## src/rtl/jtag_cfg_pkg.sv

```systemverilog
package jtag_cfg_pkg;
  typedef enum logic [3:0] {
    TLR    = 4'h0, RTI    = 4'h1, SEL_DR = 4'h2, CAP_DR = 4'h3,
    SH_DR  = 4'h4, EX1_DR = 4'h5, PAU_DR = 4'h6, EX2_DR = 4'h7,
    UPD_DR = 4'h8, SEL_IR = 4'h9, CAP_IR = 4'hA, SH_IR  = 4'hB,
    EX1_IR = 4'hC, PAU_IR = 4'hD, EX2_IR = 4'hE, UPD_IR = 4'hF
  } tap_state_e;
endpackage

```

## src/rtl/jtag_tap_fsm.sv

```systemverilog
module jtag_tap_fsm
  import jtag_cfg_pkg::*;
(
  input  logic       tck_i,
  input  logic       rst_ni,
  input  logic       tms_i,
  output tap_state_e state_o
);
  tap_state_e state_q, state_d;

  always_comb begin
    state_d = state_q;
    unique case (state_q)
      TLR:    state_d = tms_i ? TLR    : RTI;
      RTI:    state_d = tms_i ? SEL_DR : RTI;
      SEL_DR: state_d = tms_i ? SEL_IR : CAP_DR;
      CAP_DR: state_d = tms_i ? EX1_DR : SH_DR;
      SH_DR:  state_d = tms_i ? EX1_DR : SH_DR;
      EX1_DR: state_d = tms_i ? UPD_DR : PAU_DR;
      PAU_DR: state_d = tms_i ? EX2_DR : PAU_DR;
      EX2_DR: state_d = tms_i ? UPD_DR : SH_DR;
      UPD_DR: state_d = tms_i ? SEL_DR : RTI;
      SEL_IR: state_d = tms_i ? TLR    : CAP_IR;
      CAP_IR: state_d = tms_i ? EX1_IR : SH_IR;
      SH_IR:  state_d = tms_i ? EX1_IR : SH_IR;
      EX1_IR: state_d = tms_i ? UPD_IR : PAU_IR;
      PAU_IR: state_d = tms_i ? EX2_IR : PAU_IR;
      EX2_IR: state_d = tms_i ? UPD_IR : SH_IR;
      UPD_IR: state_d = tms_i ? SEL_DR : RTI;
      default: state_d = TLR;
    endcase
  end

  always_ff @(posedge tck_i or negedge rst_ni) begin
    if (!rst_ni) state_q <= TLR;
    else         state_q <= state_d;
  end

  assign state_o = state_q;
endmodule

```

## src/rtl/jtag_ir.sv

```systemverilog
module jtag_ir
  import jtag_cfg_pkg::*;
#(
  parameter int unsigned IR_W = 5
) (
  input  logic            tck_i,
  input  logic            rst_ni,
  input  tap_state_e      state_i,
  input  logic            tdi_i,
  output logic [IR_W-1:0] ir_o,
  output logic            sr_lsb_o
);
  localparam logic [IR_W-1:0] CAPTURE_VAL = IR_W'(1);

  logic [IR_W-1:0] sr_q, ir_q;

  always_ff @(posedge tck_i or negedge rst_ni) begin
    if (!rst_ni) begin
      sr_q <= '0;
      ir_q <= '1;
    end else begin
      unique case (state_i)
        CAP_IR:  sr_q <= CAPTURE_VAL;
        SH_IR:   sr_q <= {tdi_i, sr_q[IR_W-1:1]};
        default: sr_q <= sr_q;
      endcase
      if (state_i == TLR)         ir_q <= '1;
      else if (state_i == UPD_IR) ir_q <= sr_q;
    end
  end

  assign ir_o     = ir_q;
  assign sr_lsb_o = sr_q[0];
endmodule

```

## src/rtl/cfg_word_shifter.sv

```systemverilog
module cfg_word_shifter #(
  parameter int unsigned WORD_W = 32
) (
  input  logic              tck_i,
  input  logic              rst_ni,
  input  logic              shift_en_i,
  input  logic              clear_i,
  input  logic              tdi_i,
  output logic [WORD_W-1:0] word_o,
  output logic              valid_o,
  output logic              msb_o
);
  localparam int unsigned CNT_W = (WORD_W > 1) ? $clog2(WORD_W) : 1;
  localparam logic [CNT_W-1:0] LAST = CNT_W'(WORD_W - 1);

  logic [WORD_W-1:0] sr_q, word_q, sr_nx;
  logic [CNT_W-1:0]  cnt_q;
  logic              valid_q;

  assign sr_nx = {sr_q[WORD_W-2:0], tdi_i};

  always_ff @(posedge tck_i or negedge rst_ni) begin
    if (!rst_ni) begin
      sr_q    <= '0;
      word_q  <= '0;
      cnt_q   <= '0;
      valid_q <= 1'b0;
    end else begin
      valid_q <= 1'b0;
      if (clear_i) begin
        cnt_q <= '0;
      end else if (shift_en_i) begin
        sr_q <= sr_nx;
        if (cnt_q == LAST) begin
          cnt_q   <= '0;
          word_q  <= sr_nx;
          valid_q <= 1'b1;
        end else begin
          cnt_q <= cnt_q + CNT_W'(1);
        end
      end
    end
  end

  assign word_o  = word_q;
  assign valid_o = valid_q;
  assign msb_o   = sr_q[WORD_W-1];
endmodule

```

## src/rtl/startup_seq.sv

```systemverilog
module startup_seq #(
  parameter int unsigned LEN_W = 8
) (
  input  logic             tck_i,
  input  logic             rst_ni,
  input  logic             step_i,
  input  logic [LEN_W-1:0] len_i,
  output logic             done_o
);
  logic [LEN_W-1:0] cnt_q;
  logic [LEN_W:0]   cnt_nx;
  logic             done_q;

  assign cnt_nx = {1'b0, cnt_q} + (LEN_W+1)'(1);

  always_ff @(posedge tck_i or negedge rst_ni) begin
    if (!rst_ni) begin
      cnt_q  <= '0;
      done_q <= 1'b0;
    end else if (step_i && !done_q) begin
      cnt_q <= cnt_nx[LEN_W-1:0];
      if (cnt_nx >= {1'b0, len_i}) done_q <= 1'b1;
    end
  end

  assign done_o = done_q;
endmodule

```

## src/rtl/jtag_cfg_loader.sv

```systemverilog
module jtag_cfg_loader
  import jtag_cfg_pkg::*;
#(
  parameter int unsigned     IR_W      = 5,
  parameter int unsigned     WORD_W    = 32,
  parameter int unsigned     LEN_W     = 8,
  parameter logic [IR_W-1:0] LOAD_CODE = 5'b00101,
  parameter logic [IR_W-1:0] BOOT_CODE = 5'b01100
) (
  input  logic              tck_i,
  input  logic              rst_ni,
  input  logic              tms_i,
  input  logic              tdi_i,
  output logic              tdo_o,
  output logic              tdo_en_o,
  input  logic [2:0]        mode_i,
  output logic              scan_lock_o,
  input  logic [LEN_W-1:0]  startup_len_i,
  output logic [WORD_W-1:0] cfg_word_o,
  output logic              cfg_valid_o,
  output logic              done_o
);
  tap_state_e      state_q;
  logic [IR_W-1:0] ir_q;
  logic            ir_lsb, cfg_msb, bypass_q;
  logic            load_sel, boot_sel;
  logic            tdo_d, tdo_q, tdo_en_d, tdo_en_q;
  logic            unused_mode;

  jtag_tap_fsm u_fsm (
    .tck_i   (tck_i),
    .rst_ni  (rst_ni),
    .tms_i   (tms_i),
    .state_o (state_q)
  );

  jtag_ir #(.IR_W(IR_W)) u_ir (
    .tck_i    (tck_i),
    .rst_ni   (rst_ni),
    .state_i  (state_q),
    .tdi_i    (tdi_i),
    .ir_o     (ir_q),
    .sr_lsb_o (ir_lsb)
  );

  assign load_sel = (ir_q == LOAD_CODE);
  assign boot_sel = (ir_q == BOOT_CODE);

  cfg_word_shifter #(.WORD_W(WORD_W)) u_word (
    .tck_i      (tck_i),
    .rst_ni     (rst_ni),
    .shift_en_i (state_q == SH_DR && load_sel),
    .clear_i    (state_q == TLR),
    .tdi_i      (tdi_i),
    .word_o     (cfg_word_o),
    .valid_o    (cfg_valid_o),
    .msb_o      (cfg_msb)
  );

  startup_seq #(.LEN_W(LEN_W)) u_boot (
    .tck_i  (tck_i),
    .rst_ni (rst_ni),
    .step_i (state_q == SH_DR && boot_sel),
    .len_i  (startup_len_i),
    .done_o (done_o)
  );

  always_ff @(posedge tck_i or negedge rst_ni) begin
    if (!rst_ni)                bypass_q <= 1'b0;
    else if (state_q == CAP_DR) bypass_q <= 1'b0;
    else if (state_q == SH_DR)  bypass_q <= tdi_i;
  end

  always_comb begin
    tdo_d    = 1'b0;
    tdo_en_d = 1'b0;
    if (state_q == SH_IR) begin
      tdo_d    = ir_lsb;
      tdo_en_d = 1'b1;
    end else if (state_q == SH_DR) begin
      tdo_d    = load_sel ? cfg_msb : bypass_q;
      tdo_en_d = 1'b1;
    end
  end

  // serial output launched on the falling edge
  always_ff @(negedge tck_i or negedge rst_ni) begin
    if (!rst_ni) begin
      tdo_q    <= 1'b0;
      tdo_en_q <= 1'b0;
    end else begin
      tdo_q    <= tdo_d;
      tdo_en_q <= tdo_en_d;
    end
  end

  assign tdo_o       = tdo_q;
  assign tdo_en_o    = tdo_en_q;
  assign scan_lock_o = mode_i[0] & ~mode_i[1];
  assign unused_mode = mode_i[2];
endmodule

```

## config.mk

```make
export PLATFORM = sky130hd
export DESIGN_NAME = jtag_cfg_loader
export DESIGN_NICKNAME = d
export VERILOG_FILES = /design/src/rtl/jtag_cfg_pkg.sv /design/src/rtl/jtag_tap_fsm.sv /design/src/rtl/jtag_ir.sv /design/src/rtl/cfg_word_shifter.sv /design/src/rtl/startup_seq.sv /design/src/rtl/jtag_cfg_loader.sv
export SDC_FILE = /design/constraint.sdc
export NUM_CORES = 1
export LEC_CHECK = 0
export BUFFER_PORTS_ARGS = -buffer_cell sky130_fd_sc_hd__buf_2
export CAP_MARGIN = 20
export CELL_PAD_IN_SITES_DETAIL_PLACEMENT = 0
export CELL_PAD_IN_SITES_GLOBAL_PLACEMENT = 1
export CORE_AREA = 2 2 97 99
export CTS_CLUSTER_DIAMETER = 80
export CTS_CLUSTER_SIZE = 24
export DETAILED_ROUTE_END_ITERATION = 16
export DIE_AREA = 0 0 99 101
export PLACE_DENSITY_LB_ADDON = 0.1
export SLEW_MARGIN = 10
export SYNTH_ARGS = -nofsm -noshare
export SYNTH_HDL_FRONTEND = slang
export SYNTH_SLANG_ARGS = --single-unit
```

## constraint.sdc

```tcl
create_clock -name tck_i -period 6.2 [get_ports tck_i]
set_input_delay 1.24 -clock tck_i [delete_from_list [all_inputs] [get_ports tck_i]]
set_output_delay 1.24 -clock tck_i [all_outputs]
set_load 0.01 [all_outputs]
```

==> results of run 1 <==
-- stage by stage --
| stage | setup slack [ns] | util | hold WS, ns | std cells | instance area [µm²] |
|---|---|---|---|---|---|
| floorplan | 1.44 | - | 0.472 | 337 | 4330 |
| global placement | 1.37 | 0.517 | 0.489 | 483 | 4650 |
| detailed placement | 1.35 | 0.517 | 0.492 | 483 | 4650 |
| CTS | 0.992 | 0.539 | 0.520 | 499 | 4840 |
| global route | 0.969 | 0.542 | 0.530 | 500 | 4870 |
| finish | 1.01 | 0.542 | 0.513 | 500 | 4870 |
-- cell type report --
cell class              count  area [µm²]  area share
inverters                  10        37.5     0.00771
clock buffers              10         138      0.0283
multi-input cells         214        1790       0.368
well taps                 111         139      0.0285
repair buffers             53         295      0.0607
flip-flops and latches     96        2410       0.495
clock inverters             6        57.6      0.0118
-- kinds of logic after synthesis --
logic type	after synthesis
flops	96
simple gates	74
mux	67
compound gates	48
buf+inv	27
xor+xnor	14
fa+ha+maj	11
-- per-layer routing --
metal,vias to the layer above,routed length (µm)
met4,0,90
met3,7,243
met5,-,0
met1,1310,3550
met2,38,3290
li1,1275,-
-- sequential cells by signal (all words and copies together) (netlist names), 4 cells and up --
register,count
u_ir.ir_o,5
u_word.word_o,32
u_word.cnt_q,5
u_ir.sr_q,5
u_word.sr_q,32
u_fsm.state_o,4
u_boot.cnt_q,8
-- final timing paths --
| check | slack [ns] | end |
|---|---|---|
| hold / removal | 0.51 | u_word.word_o[7]$_DFFE_PN0P_ |
| hold reg to reg | 0.51 | u_word.word_o[7]$_DFFE_PN0P_ |
| max in group asynchronous | 2.21 | tdo_en_o$_DFF_NN0_ |
| min in group asynchronous | 0.74 | u_ir.sr_q[3]$_DFFE_PN0P_ |
| setup reg to reg | 1.34 | tdo_o$_DFF_NN0_ |
| setup / recovery | 1.01 | tdo_o |
-- placed cells by master (no fill, tap or decap), types with 3 or more instances in the layout --
cell type | synthesis | layout
xnor2_1 | 8 | 8
dfrtp_1 | 89 | 89
clkbuf_8 | 0 | 10
mux2_2 | 36 | 36
o21ai_0 | 22 | 22
nand2b_1 | 5 | 5
inv_1 | 10 | 10
mux2_4 | 29 | 29
inv_6 | 0 | 3
xor2_1 | 6 | 6
nand3_1 | 7 | 7
or3b_2 | 3 | 3
buf_2 | 6 | 49
o22ai_1 | 3 | 3
nor2_1 | 12 | 12
dfstp_2 | 5 | 5
nor3_1 | 3 | 3
ha_1 | 11 | 11
buf_4 | 0 | 3
a21oi_1 | 9 | 9
a22oi_1 | 6 | 6
nand2_1 | 24 | 24
and3_1 | 5 | 5
-- power by group --
part           switching, mW  internal (mW)  leakage (nW)
Clock                  0.234          0.168         0.102
Sequential            0.0791          0.681          1.31
Combinational          0.100         0.0800          1.22
==> flow_metrics.tcl, run 1 <==
set metrics [dict create \
    synth_common_cells "dfrtp_1, mux2_2, mux2_4" \
    io_pins 52 \
    synth.distinct_cells 45 \
    drt_pre_antenna_iters 4 \
    final_hold_viol_count 0 \
    htree_levels 3 \
    hold_buffers 0 \
    grt_use_met2 0.240 \
    syn_avg_cell_area_um2 12.9 \
    hold_depth 1 \
    grt_pass1_vias 2551 \
    top_usage_layer "met2" \
    cellLeakagePower_nw 2.62 \
    postRouteAntennaNets 0 \
    ys_warn_count 0 \
    via_per_inst 5.26 \
    portBuffers 50 \
    yosys.area_share.adder 0.0318 \
    drv_slew 0 \
    synthXorXnorAreaFrac 0.0283 \
    worstPathRequired_ns 4.96 \
    row_count 35 \
    layout-drive-gt1-share 0.378 \
    drc 0 \
    hold_class "reg -> reg" \
    synth-edff-count 0 \
    diodes 0 \
    slew_headroom 0.368 \
    drt_iter0_drc 82 \
    end_kind "output pin" \
    cpLargestDelayFamily "flip-flops" \
    routedWlPerCell_um 14.3 \
    grt_setup_unrepaired "false" \
    die_w_um 99 \
    start_util 0.483 \
    gp_congestion 0.782 \
    cp.depth 1 \
    setup_viol 0 \
    cp_max_fo 1 \
    clock_latency_ns 0.36 \
    die_y_um 101 \
    fillers 769 \
    vias 2630 \
    cp-start-kind "flop" \
    antenna_found_initial 0 \
    ctsResizeCount 0 \
    post-synth-top-area-fraction 0.514 \
    grt_use_total 0.156 \
    finalNetCount 410 \
    path_cells "buf_2" \
    r2r_start "u_ir.ir_o[2]$_DFFE_PN1P_" \
    cts_buffers 9 \
    grt.overflow.total 0 \
    yosys_register_bits 96 \
    fin_skew_ns 0.0230 \
    grt_use_met1 0.221 \
    post_cts_buffers 0 \
    clk_path_buf_depth 2 \
    syn2layout_area_growth_pct 12.4 \
    tightest_slew_ns 0.948 \
    root_buffer "clkbuf_8" \
    cts_tree "done" \
    peakVddDrop_v 0.000212 \
    grtUsageMet3 0.0381 \
    grt_max_degree 79 \
    reg2reg_depth 4 \
    synth_area_leaders "dfrtp_1, mux2_4, mux2_2" \
    fin_setup_tns_ns 0 \
    coreArea_mm2 0.00898 \
    synthArstFlopShare 1.00 \
    die-area_mm2 0.0100 \
    synth.largest_area_cell "dfrtp_1" \
    syn_area_mm2 0.00433 \
    synth_most_common_cell "dfrtp_1" \
    path_buf_inv 1 \
    synth_compound_area_frac 0.0647 \
    max_cap_viol_count 0 \
    synthSimpleGateAreaFrac 0.0904 \
    clkSinkCount 96 \
    ys_seq_area_frac 0.556 \
    power_mw 1.34 \
    cp_data_arrival_time_ns 3.95 \
    syn_inst 337 \
    max_stage_delay_ns 0.39 \
    syn-num-nets 363 \
    outcome "finished clean" \
    dp_hpwl_um 4710 \
    path_class "reg -> out" \
    synth_top_family_by_area "multiplexers" \
    wirelength_um 7170 \
    clk_transition_reported_paths_ns 0.09 \
    ys.flop_type "dfrtp_1" \
    slowest_stage "dfrtn_1" \
    critPathLaunch "tdo_o$_DFF_NN0_" \
    synth_mux_area_frac 0.199 \
    pwr_density_cell_mw_per_mm2 276 \
    grt_pass1_wl_um 12500 \
    hold_start "u_word.word_o[7]$_DFFE_PN0P_" \
]
Power figures use the tool's default switching activity.
==> run 2, diff against run 1 <==
--- a/config.mk
+++ b/config.mk
@@ -9,11 +9,11 @@
 export CAP_MARGIN = 20
 export CELL_PAD_IN_SITES_DETAIL_PLACEMENT = 0
 export CELL_PAD_IN_SITES_GLOBAL_PLACEMENT = 1
-export CORE_AREA = 2 2 97 99
+export CORE_AREA = 2 2 100 102
 export CTS_CLUSTER_DIAMETER = 80
 export CTS_CLUSTER_SIZE = 24
 export DETAILED_ROUTE_END_ITERATION = 16
-export DIE_AREA = 0 0 99 101
+export DIE_AREA = 0 0 102 104
 export PLACE_DENSITY_LB_ADDON = 0.1
 export SLEW_MARGIN = 10
 export SYNTH_ARGS = -nofsm -noshare
==> constraint.sdc (replaced) <==
create_clock -name tck_i -period 4.98 [get_ports tck_i]
set_input_delay 0.996 -clock tck_i [delete_from_list [all_inputs] [get_ports tck_i]]
set_output_delay 0.996 -clock tck_i [all_outputs]
set_load 0.01 [all_outputs]
==> flow_metrics.tcl, run 2 (same netlist as run 1, synthesis figures left out) <==
set metrics [dict create \
    outcome "finished clean" \
    final_common_cell "dfrtp_1" \
    die-area_mm2 0.0106 \
    finalNetCount 411 \
    grt_max_degree 69 \
    clk_path_buf_depth 2 \
    cp_max_fo 1 \
    max_stage_delay_ns 0.40 \
    hold_class "reg -> reg" \
    io_pins 52 \
    drt_iter0_drc 102 \
    dp_hpwl_um 4750 \
    path_class "reg -> out" \
    clkSinkCount 96 \
    hold_start "u_word.word_o[0]$_DFFE_PN0P_" \
    htree_levels 3 \
    postLayoutCoreUtil 0.511 \
    rrSetupSlack_ns 0.80 \
    wirelength_um 7230 \
    start_util 0.454 \
    cp-start-kind "flop" \
    cpLargestDelayFamily "flip-flops" \
    place_ws_ns 0.804 \
    layout-drive-gt1-share 0.377 \
    cp_data_arrival_time_ns 3.35 \
    timing.rr.end "tdo_o$_DFF_NN0_" \
    grt.overflow.total 0 \
    clock_latency_ns 0.35 \
    register_area_mm2 0.00241 \
    grt_pass1_vias 2601 \
    clk_transition_reported_paths_ns 0.08 \
    coreArea_mm2 0.00955 \
    drc 0 \
    setup_viol 0 \
    cp.depth 1 \
    gp_congestion 0.747 \
    postRouteAntennaNets 0 \
    critPathLaunch "tdo_o$_DFF_NN0_" \
    hold_buffers 0 \
    portBuffers 50 \
    row_count 36 \
    reg2reg_depth 4 \
    worstPathRequired_ns 3.98 \
    max_cap_viol_count 0 \
    r2r_start "u_ir.ir_o[2]$_DFFE_PN1P_" \
    routedWlPerCell_um 13.8 \
    drt_pre_antenna_iters 4 \
    mostFrequentLayoutCells "dfrtp_1, buf_2, mux2_2" \
    diodes 0 \
    multi_input_area_mm2 0.00179 \
    path_cells "buf_2" \
    path_buf_inv 1 \
    antenna_found_initial 0 \
    cellLeakagePower_nw 2.60 \
    vias 2594 \
    root_buffer "clkbuf_8" \
    tightest_slew_ns 0.815 \
    grt_use_total 0.147 \
    slowest_stage "dfrtn_1" \
    via_per_inst 4.96 \
    syn2layout_area_growth_pct 12.6 \
    peakVddDrop_v 0.000185 \
    pwr_density_cell_mw_per_mm2 337 \
    cts_buffers 9 \
    post_cts_buffers 0 \
    fillers 893 \
    drv_slew 0 \
    worst_slack_ns 0.633 \
    end_kind "output pin" \
    cts_tree "done" \
    slew_headroom 0.457 \
    grt_pass1_wl_um 12500 \
    fin_setup_tns_ns 0 \
    fin_skew_ns 0.0181 \
    ctsResizeCount 0 \
    grt_setup_unrepaired "false" \
    holdWs_ns 0.510 \
    critPathCapture "tdo_o" \
    final_hold_viol_count 0 \
    die_w_um 102 \
    die_y_um 104 \
]
## run 2: cell count changes in the layout (fill, tap and decap cells not counted), sizes merged
| cell | previous run | this run |
|---|---|---|
| clkinvlp | 0 | 3 |
| inv | 15 | 13 |
| buf | 53 | 54 |
| clkinv | 1 | 0 |
## run 2: worst min path at each step
stage | endpoint | slack [ns] | cells after the start
after CTS | u_word.cnt_q[4]$_DFFE_PN0P_ | 0.52 | 2
after global routing | u_word.word_o[6]$_DFFE_PN0P_ | 0.53 | 1
after detailed placement | u_word.word_o[25]$_DFFE_PN0P_ | 0.49 | 1
after floorplan | u_ir.sr_q[0]$_DFFE_PN0P_ | 0.47 | 2
after global placement | u_word.word_o[0]$_DFFE_PN0P_ | 0.49 | 1
final | u_word.word_o[0]$_DFFE_PN0P_ | 0.51 | 1
## run 2: per-layer routing
layer  GRT usage  routed length (µm)  vias up  part of all wire
met3      0.0242                 194        9             0.027
li1            -                   -     1280                 -
met2       0.225                3310       33              0.46
met1       0.209                3610     1272              0.50
met4      0.0514                 113        0             0.016
met5           0                   0        -                 0
## run 2: per-stage QoR
step	cells	instance area (µm²)	total power, mW
global route	523	4880	1.75
CTS	522	4860	1.66
floorplan	337	4330	1.12
detailed placement	506	4680	1.19
finish	523	4880	1.64
global placement	506	4680	1.18
## run 2: report_power, final
group / switching [mW] / internal (mW)
combinational: 0.145 / 0.105
clock: 0.279 / 0.187
sequential: 0.0787 / 0.849
total: 0.503 / 1.14
## run 2: cell type report
| class | count | share of cell area |
|---|---|---|
| repair buffers | 54 | 0.0605 |
| clock buffers | 10 | 0.0262 |
| flip-flops and latches | 96 | 0.494 |
| multi-input cells | 214 | 0.368 |
| well taps | 133 | 0.0341 |
| clock inverters | 6 | 0.0100 |
| inverters | 10 | 0.00770 |
==> run 3, diff against run 2 <==
--- a/config.mk
+++ b/config.mk
@@ -5,15 +5,16 @@
 export SDC_FILE = /design/constraint.sdc
 export NUM_CORES = 1
 export LEC_CHECK = 0
+export ABC_AREA = 1
 export BUFFER_PORTS_ARGS = -buffer_cell sky130_fd_sc_hd__buf_2
 export CAP_MARGIN = 20
 export CELL_PAD_IN_SITES_DETAIL_PLACEMENT = 0
 export CELL_PAD_IN_SITES_GLOBAL_PLACEMENT = 1
-export CORE_AREA = 2 2 100 102
+export CORE_AREA = 2 2 102 104
 export CTS_CLUSTER_DIAMETER = 80
 export CTS_CLUSTER_SIZE = 24
 export DETAILED_ROUTE_END_ITERATION = 16
-export DIE_AREA = 0 0 102 104
+export DIE_AREA = 0 0 104 106
 export PLACE_DENSITY_LB_ADDON = 0.1
 export SLEW_MARGIN = 10
 export SYNTH_ARGS = -nofsm -noshare
==> flow_metrics.tcl, run 3 <==
set metrics [dict create \
    synth_most_common_cell "nand2_1" \
    path_cells "buf_2" \
    final_cell_count_no_fill 655 \
    cp_data_arrival_time_ns 3.35 \
    syn_area_mm2 0.00430 \
    mostFrequentLayoutCells "nand2_1, dfrtp_1, inv_1" \
    grt.overflow.total 0 \
    ctsResizeCount 0 \
    multi_input_area_mm2 0.00149 \
    clk_path_buf_depth 2 \
    cts_tree "done" \
    portBuffers 50 \
    dp.cells 639 \
    cp.depth 1 \
    fin_setup_tns_ns 0 \
    grt_use_total 0.151 \
    grt_max_degree 68 \
    syn-num-nets 491 \
    cp_max_fo 1 \
    grt_setup_unrepaired "false" \
    postRouteAntennaNets 0 \
    post_cts_buffers 0 \
    hold_buffers 0 \
    syn_inst 465 \
    synth_area_leaders "dfrtp_1, nand2_1, inv_1" \
    path_class "reg -> out" \
    fin_skew_ns 0.0219 \
    r2r_start "u_ir.ir_o[2]$_DFFE_PN1P_" \
    synth_common_cells "nand2_1, dfrtp_1, inv_1" \
    final_common_cell "nand2_1" \
    end_kind "output pin" \
    die_w_um 104 \
    yosys_register_bits 96 \
    cpLargestDelayFamily "flip-flops" \
    finalNetCount 540 \
    row_count 37 \
    peakVddDrop_v 0.000215 \
    outcome "finished clean" \
    pwr_density_cell_mw_per_mm2 342 \
    syn2layout_area_growth_pct 12.0 \
    hold_start "u_word.word_o[16]$_DFFE_PN0P_" \
    antenna_found_initial 0 \
    grt_pass1_vias 2999 \
    htree_levels 3 \
    tightest_slew_ns 0.798 \
    rrSetupSlack_ns 1.18 \
    register_area_mm2 0.00241 \
    power_mw 1.64 \
    vias 3035 \
    clock_latency_ns 0.36 \
    cts_buffers 9 \
    clkSinkCount 96 \
    netSwitchingPower_uw 515 \
    timing.rr.end "tdo_o$_DFF_NN0_" \
    drc 0 \
    via_per_inst 4.63 \
    ys_seq_area_frac 0.561 \
    seq_power_share 0.535 \
    diodes 0 \
    die_y_um 106 \
    slew_headroom 0.466 \
    fillers 1026 \
    pwr-share-clk 0.293 \
    max_stage_delay_ns 0.40 \
    slowest_stage "dfrtn_1" \
    grt_pass1_wl_um 13600 \
    setup_viol 0 \
    die-area_mm2 0.0110 \
    synthArstFlopShare 1.00 \
    cellLeakagePower_nw 2.45 \
    synth.largest_area_cell "dfrtp_1" \
    hold_class "reg -> reg" \
    sw_frac_of_total 0.313 \
    routedWlPerCell_um 11.6 \
    synth.distinct_cells 32 \
    drt_pre_antenna_iters 4 \
    drv_slew 0 \
    root_buffer "clkbuf_8" \
    reg2reg_depth 5 \
    dp_hpwl_um 5230 \
    internal_power_mw 1.13 \
    synth-edff-count 0 \
    gp_congestion 0.866 \
    ys_warn_count 0 \
    clk_transition_reported_paths_ns 0.10 \
    post-synth-top-area-fraction 0.518 \
    ys.flop_type "dfrtp_1" \
    holdPathEnd "u_word.word_o[16]$_DFFE_PN0P_" \
    max_cap_viol_count 0 \
    path_buf_inv 1 \
    worstPathRequired_ns 3.98 \
    layout-drive-gt1-share 0.210 \
    io_pins 52 \
    final_hold_viol_count 0 \
    power_frac_comb 0.172 \
    holdWs_ns 0.483 \
    drt_iter0_drc 131 \
    wirelength_um 7590 \
    coreArea_mm2 0.0100 \
    start_util 0.430 \
    syn_avg_cell_area_um2 9.24 \
    cp-start-kind "flop" \
    hold_depth 2 \
]
==> run 3: layer usage <==
layer  wire length (µm)  track usage
met5                  0            0
met4                 99       0.0569
met3                235       0.0288
met2               3390        0.238
met1               3860        0.208
==> run 3: cells by family after synthesis <==
group / Yosys count / synth area share
xor+xnor: 8 / 0.0163
simple gates: 155 / 0.151
buf+inv: 90 / 0.0917
compound gates: 105 / 0.148
flops: 96 / 0.561
fa+ha+maj: 11 / 0.0320
==> run 3: layout make-up <==
cell class / instances / share of cell area
clock buffers: 10 / 0.0286
clock inverters: 6 / 0.0104
inverters: 76 / 0.0593
multi-input cells: 279 / 0.310
flip-flops and latches: 96 / 0.500
well taps: 136 / 0.0354
repair buffers: 52 / 0.0556
==> run 3: how the worst max path moves through the flow <==
stage | start | to
5_1_grt | tdo_o$_DFF_NN0_ | tdo_o
3_5_place_dp | tdo_o$_DFF_NN0_ | tdo_o
6_report | tdo_o$_DFF_NN0_ | tdo_o
4_1_cts | tdo_o$_DFF_NN0_ | tdo_o
3_3_place_gp | tdo_o$_DFF_NN0_ | tdo_o
2_1_floorplan | tdo_en_o$_DFF_NN0_ | tdo_en_o
==> run 3: power by group through the flow <==
stage                     Combinational (mW)  Sequential, mW  Clock (mW)
after floorplan                        0.203           0.891           0
after detailed placement               0.284           0.896           0
after CTS                              0.286           0.881       0.503
final                                  0.282           0.880       0.483
after global placement                 0.286           0.894           0
after global routing                   0.328           0.889       0.535
==> run 3: stage by stage <==
stage / area, µm² / setup slack (ns) / util
2_1_floorplan: 4300 / 1.08 / -
5_1_grt: 4810 / 0.607 / 0.481
6_report: 4810 / 0.633 / 0.481
3_3_place_gp: 4630 / 1.01 / 0.463
4_1_cts: 4810 / 0.627 / 0.481
3_5_place_dp: 4630 / 1.00 / 0.463
